===== config.mk =====
export PLATFORM = sky130hd
export DESIGN_NAME = setway_walker
export DESIGN_NICKNAME = d
export VERILOG_FILES = /design/src/rtl/setway_walker_pkg.sv /design/src/rtl/sw_geom.sv /design/src/rtl/sw_index.sv /design/src/rtl/sw_pack.sv /design/src/rtl/setway_walker.sv
export SDC_FILE = /design/constraint.sdc
export NUM_CORES = 1
export LEC_CHECK = 0
export BUFFER_PORTS_ARGS = -buffer_cell sky130_fd_sc_hd__buf_2
export CORE_AREA = 4 4 54 105
export DETAILED_ROUTE_END_ITERATION = 6
export DIE_AREA = 0 0 58 109
export GPL_ROUTABILITY_DRIVEN = 0
export PLACE_DENSITY = 0.78
export SETUP_SLACK_MARGIN = 0.2
export SYNTH_ARGS = -nofsm -noshare
export SYNTH_HDL_FRONTEND = slang
export SYNTH_HIERARCHICAL = 1
export SYNTH_SLANG_ARGS = --single-unit

===== constraint.sdc =====
create_clock -name clk -period 2.61 [get_ports clk]
set_input_delay 0.522 -clock clk [delete_from_list [all_inputs] [get_ports clk]]
set_output_delay 0.522 -clock clk [all_outputs]
set_load 0.05 [all_outputs]

===== src/rtl/setway_walker_pkg.sv =====
package setway_walker_pkg;
  typedef enum logic [1:0] {
    ST_IDLE  = 2'd0,
    ST_WALK  = 2'd1,
    ST_FENCE = 2'd2,
    ST_FIN   = 2'd3
  } walk_state_e;

  typedef enum logic {
    OP_INV    = 1'b0,
    OP_CLNINV = 1'b1
  } maint_op_e;
endpackage


===== src/rtl/sw_geom.sv =====
// Turns the way-size field into the index of the last set.
module sw_geom #(
  parameter int SIZE_W = 4,
  parameter int SET_W  = 23
) (
  input  logic [SIZE_W-1:0] size_i,
  output logic [SET_W-1:0]  last_set_o
);
  localparam int MAX_SZ = (1 << SIZE_W) - 1;
  logic [SIZE_W-1:0] gap;

  always_comb begin
    gap        = SIZE_W'(MAX_SZ) - size_i;
    last_set_o = {SET_W{1'b1}} >> gap;
  end
endmodule


===== src/rtl/sw_index.sv =====
// Set-major position counter: the way index is the fast digit.
module sw_index #(
  parameter int WAYS  = 8,
  parameter int SET_W = 23,
  localparam int WAY_W = $clog2(WAYS)
) (
  input  logic             clk,
  input  logic             rst_n,
  input  logic             clear_i,
  input  logic             step_i,
  input  logic [SET_W-1:0] last_set_i,
  output logic [SET_W-1:0] set_o,
  output logic [WAY_W-1:0] way_o,
  output logic             at_end_o
);
  logic way_wrap;

  always_comb begin
    way_wrap = (way_o == WAY_W'(WAYS - 1));
    at_end_o = way_wrap && (set_o == last_set_i);
  end

  always_ff @(posedge clk or negedge rst_n) begin
    if (!rst_n) begin
      set_o <= '0;
      way_o <= '0;
    end else if (clear_i) begin
      set_o <= '0;
      way_o <= '0;
    end else if (step_i) begin
      if (way_wrap) begin
        way_o <= '0;
        set_o <= set_o + SET_W'(1);
      end else begin
        way_o <= way_o + WAY_W'(1);
      end
    end
  end
endmodule


===== src/rtl/sw_pack.sv =====
// Places way and set indices into the command word, zeroing every other bit.
module sw_pack #(
  parameter int WORD_W    = 32,
  parameter int WAY_W     = 3,
  parameter int WAY_POS   = 29,
  parameter int SET_W     = 23,
  parameter int LINE_LOG2 = 5
) (
  input  logic [WAY_W-1:0]  way_i,
  input  logic [SET_W-1:0]  set_i,
  output logic [WORD_W-1:0] word_o
);
  always_comb begin
    word_o = '0;
    word_o[WAY_POS +: WAY_W]   = way_i;
    word_o[LINE_LOG2 +: SET_W] = set_i;
  end
endmodule


===== src/rtl/setway_walker.sv =====
module setway_walker
  import setway_walker_pkg::*;
#(
  parameter int WORD_W       = 32,
  parameter int WAYS         = 8,
  parameter int WAY_POS      = 29,
  parameter int LINE_LOG2    = 5,
  parameter int MIN_WAY_LOG2 = 13,
  parameter int SIZE_LSB     = 8,
  parameter int SIZE_W       = 4,
  parameter int PRES_LSB     = 3,
  parameter int PRES_MSB     = 7,
  localparam int WAY_W = $clog2(WAYS),
  localparam int SET_W = MIN_WAY_LOG2 - LINE_LOG2 + (1 << SIZE_W) - 1
) (
  input  logic              clk,
  input  logic              rst_n,
  input  logic              start_i,
  input  logic              op_sel_i,
  input  logic [31:0]       ctype_i,
  output logic              cmd_valid_o,
  input  logic              cmd_ready_i,
  output logic [WORD_W-1:0] cmd_word_o,
  output logic              cmd_op_o,
  output logic              barrier_o,
  output logic              done_o
);
  walk_state_e       state_q;
  logic [SIZE_W-1:0] size_q;
  maint_op_e         op_q;
  logic              present_now;
  logic              take_start;
  logic              step;
  logic              at_end;
  logic [SET_W-1:0]  last_set;
  logic [SET_W-1:0]  set_idx;
  logic [WAY_W-1:0]  way_idx;
  logic              unused_ctype;

  assign unused_ctype = ^{ctype_i[31:SIZE_LSB+SIZE_W], ctype_i[PRES_LSB-1:0]};
  assign present_now  = |ctype_i[PRES_MSB:PRES_LSB];
  assign take_start   = (state_q == ST_IDLE) && start_i;
  assign step         = (state_q == ST_WALK) && cmd_ready_i;

  sw_geom #(.SIZE_W(SIZE_W), .SET_W(SET_W)) u_geom (
    .size_i     (size_q),
    .last_set_o (last_set)
  );

  sw_index #(.WAYS(WAYS), .SET_W(SET_W)) u_index (
    .clk        (clk),
    .rst_n      (rst_n),
    .clear_i    (take_start),
    .step_i     (step),
    .last_set_i (last_set),
    .set_o      (set_idx),
    .way_o      (way_idx),
    .at_end_o   (at_end)
  );

  sw_pack #(
    .WORD_W(WORD_W), .WAY_W(WAY_W), .WAY_POS(WAY_POS),
    .SET_W(SET_W), .LINE_LOG2(LINE_LOG2)
  ) u_pack (
    .way_i  (way_idx),
    .set_i  (set_idx),
    .word_o (cmd_word_o)
  );

  always_ff @(posedge clk or negedge rst_n) begin
    if (!rst_n) begin
      state_q <= ST_IDLE;
      size_q  <= '0;
      op_q    <= OP_INV;
    end else begin
      unique case (state_q)
        ST_IDLE: if (start_i) begin
          size_q  <= ctype_i[SIZE_LSB +: SIZE_W];
          op_q    <= maint_op_e'(op_sel_i);
          state_q <= present_now ? ST_WALK : ST_FIN;
        end
        ST_WALK:  if (cmd_ready_i && at_end) state_q <= ST_FENCE;
        ST_FENCE: state_q <= ST_FIN;
        ST_FIN:   state_q <= ST_IDLE;
        default:  state_q <= ST_IDLE;
      endcase
    end
  end

  assign cmd_valid_o = (state_q == ST_WALK);
  assign barrier_o   = (state_q == ST_FENCE);
  assign done_o      = (state_q == ST_FIN);
  assign cmd_op_o    = op_q;
endmodule


==> results.md <==
* Worst r2r path cells at 8
* Rows at 36
* Worst setup path startpoint: size_q[1]
* Root Buffer: clkbuf_8
* Critical Path, Cell by Cell: o31a_1 -> xor2_1 -> nor4_1 -> nand4_1 -> nor3_2 -> nand2_1 -> a21oi_2 -> mux2i_1
* Chip Width at 58 um
* CP endpoint kind: flip-flop
* Hold Crit Class: input pin to asynchronous set/reset pin
* CP peak stage delay at 0.50 ns
* Pre-antenna DRT Iters at 4
* Routed wire per std cell at 15.8 um
* Final worst-path cycle share at 87.0%
* Seq/Total Area, Yosys at 33.4%
* Routed Antenna Nets at 0
* Slowest stage cell, crit path: dfrtp_1
* Worst path depth at 8
* Clock buffer depth at 2
* Met2 Resource Use GR at about 36%
* Vias per cell at 5.54
* Reg2reg start: size_q[1]
* Mapped Area at 0.00247 mm2
* WP data arrival at approximately 2.5 ns
* Layout area overhead at 3.64%
* Slew headroom at about half
* Initial Util at 50.8%
* Flops & latches, synth at 33
* Synth top area cells: dfrtp_1, buf_4, xor2_1, xnor2_1, ha_1
* Sum of buffers and inverters on the critical path at 0
* GRT Util Overall at 18.6%
* Layout Cells excl Fill at approximately 340
* Pleak at 0.00122 uW
* Total power per unit cell area at 760 mW/mm2
* Crit path kind: flip-flop to flip-flop
* Post CTS Setup Buffer Count at 0
* Cell taking the most area after synthesis: dfrtp_1
* Clk sink count at 33
* Cts repair resizes at 1
* Post-detail-place hpwl at 4.11 mm
* Post-synth cell types at between 40 and 50
* GR Overflow Total at 0
* Fillers at 475
* Cells after Synth at 269
* GR met3 Demand/Resource at 4.15%
* CTS Hold Buffers Added at 0
* RR Endpoint: state_q[1]
* Die H at 109 um
* CP Max Fanout at 11
* Syn Area/Cell at 9.19 um2
* Routed WL at 5.40 mm
* Placed insts at between 300 and 400
* R2R Setup Slk at 0.34 ns
* Clock latency on the worst-skew pair at 0.29 ns
* Max-cap violations at 0
* DRC violations left at 0
* Final min period at 2.27 ns
* CP delay by family, top: simple AND/OR/NAND/NOR gates
* Vias at 1894
* Hold Fails Final Rpt at 0
* Worst EP required at 2.82 ns
* Global-route wire length before repair at 8.91 mm
* Largest net degree at the start of global routing at 34
* Busiest layer in global routing: met2
* Setup violations, final at 0
* H-Tree Depth at 2
* Antenna cells at 0
* Peak supply drop at 0.000479 V
* Nets at 330
* Multi-input gate area at roughly 0.0013 mm2
* CTS tree: built
* Status: completed
* YS warnings at 6
* Core Footprint at 0.00486 mm2
* PortBufs at 43
* Final Max Slew Viols at 0
* Fin Clk Skew at roughly 0.0026 ns
* Clock buffer count from CTS at 5
* RSZ-0062 raised after global routing: false
* Yosys top cell area share at between 30 and 40%
* IO Count at 73
* Register area at 826 um2
* Vias in the first global route at 1995
* Die area at 0.00632 mm2
* CP Launch Type: flip-flop
* Grt met1 use at between 10% and 20%
* Ratio of cells with drive above 1 in the final layout at 25.3%
* Crit path to: state_q[1]
* Initial DRC Count at 30
* Clock-pin slew on the worst setup and hold paths at 0.06 ns
* Setup TNS at 0 ns
* Initial antenna violation count at 0
* Fmax at between 0.4 and 0.5 GHz
* Tightest Pin Transition at 0.747 ns
[where the power goes]
group	total (uW)	internal, uW	switching (uW)
registers	714	589	125
logic	865	328	537
clock network	369	189	180
[area by class of cell]
| type | count | area share (%) |
|---|---|---|
| Clock buffer | 8 | 3.12 |
| Inverter | 4 | 0.732 |
| Multi-Input combinational cell | 191 | 51.0 |
| Sequential cell | 33 | 32.2 |
| Tap cell | 57 | 2.78 |
| Timing Repair Buffer | 49 | 10.2 |
[worst min path at each step]
stage	end	slack [ns]	depth (start not counted)
floorplan	cmd_op_o	0.23	0
global placement	cmd_op_o	0.49	1
detailed placement	cmd_op_o	0.54	1
CTS	u_index/set_o[3]	0.33	1
global route	size_q[0]	0.36	1
finish	size_q[0]	0.30	1
[placed cells by master, fill, tap and decap left out, drive strengths merged, types with 5 or more instances in the layout]
cell type | Yosys | layout
nand4 | 8 | 8
xnor2 | 13 | 13
clkbuf | 6 | 8
nor3 | 6 | 6
nand2 | 14 | 14
or3 | 5 | 5
o31ai | 8 | 8
ha | 9 | 9
dfrtp | 33 | 33
or4 | 8 | 8
a21oi | 16 | 16
mux2i | 5 | 5
nand3 | 8 | 8
mux2 | 5 | 5
xor2 | 20 | 20
nor4 | 7 | 7
conb | 2 | 14
nor2 | 16 | 16
buf | 47 | 49
[cells by family (layout without fill, tap and decap cells)]
group / Yosys count / in the layout / synth area share, %
AND/OR/NAND/NOR: 89 / 89 / 20.7
buffers and inverters: 57 / 61 / 15.8
AO/OA/AOI/OAI: 36 / 36 / 9.21
XOR/XNOR: 33 / 33 / 11.7
flip-flops: 33 / 33 / 33.4
multiplexers: 10 / 10 / 4.30
adder cells (fa/ha/maj): 9 / 9 / 4.55
other: 2 / 14 / 0.304
[worst reg2reg max path: stages (launching register included)]
cell and delay, ns:
dfrtp_1 0.50, o31a_1 0.34, xor2_1 0.15, nor4_1 0.32, nand4_1 0.17, nor3_2 0.22, nand2_1 0.11, a21oi_2 0.20
mux2i_1 0.20
[per-layer routing]
metal  share of wire (%)  up-vias  wire, um
li1                    -      910         -
met1                  36      919      1920
met2                  57       49      3080
met3                 3.5       16       187
met4                 3.7        0       201
met5                   0        -         0
[state kept, by name (all words and copies together) (netlist names)]
signal         flops
cmd_op_o           1
size_q             4
state_q            2
u_index/set_o     23
u_index/way_o      3
[Yosys cell counts, drive strengths merged]
cell type	count
a21o	3
nand2b	2
nand3	8
a21oi	16
inv	4
ha	9
and3	1
o31a	1
and4	2
nand4	8
o21a	2
mux2i	5
o21ai	4
nand2	14
buf	47
dfrtp	33
o31ai	8
nor2	16
nor4b	2
a41oi	1
nor2b	3
clkbuf	6
conb	2
and2	3
xnor2	13
a31o	1
or2	3
mux2	5
nor4	7
nand3b	1
or3	5
or4	8
xor2	20
nor3	6
[through the flow]
step / power [uW] / hold slack, ns / setup slack (ns) / utilization [%] / area [um2]
after CTS: 1970 / 0.328 / 0.301 / 52.6 / 2560
after floorplan: 1480 / 0.226 / 0.440 / - / 2520
after detailed placement: 1590 / 0.537 / 0.212 / 50.8 / 2470
final: 1950 / 0.297 / 0.339 / 52.7 / 2560
after global routing: 2070 / 0.362 / 0.203 / 52.7 / 2560
after global placement: 1560 / 0.486 / 0.259 / 50.8 / 2470
Power figures use the tool's default switching activity.
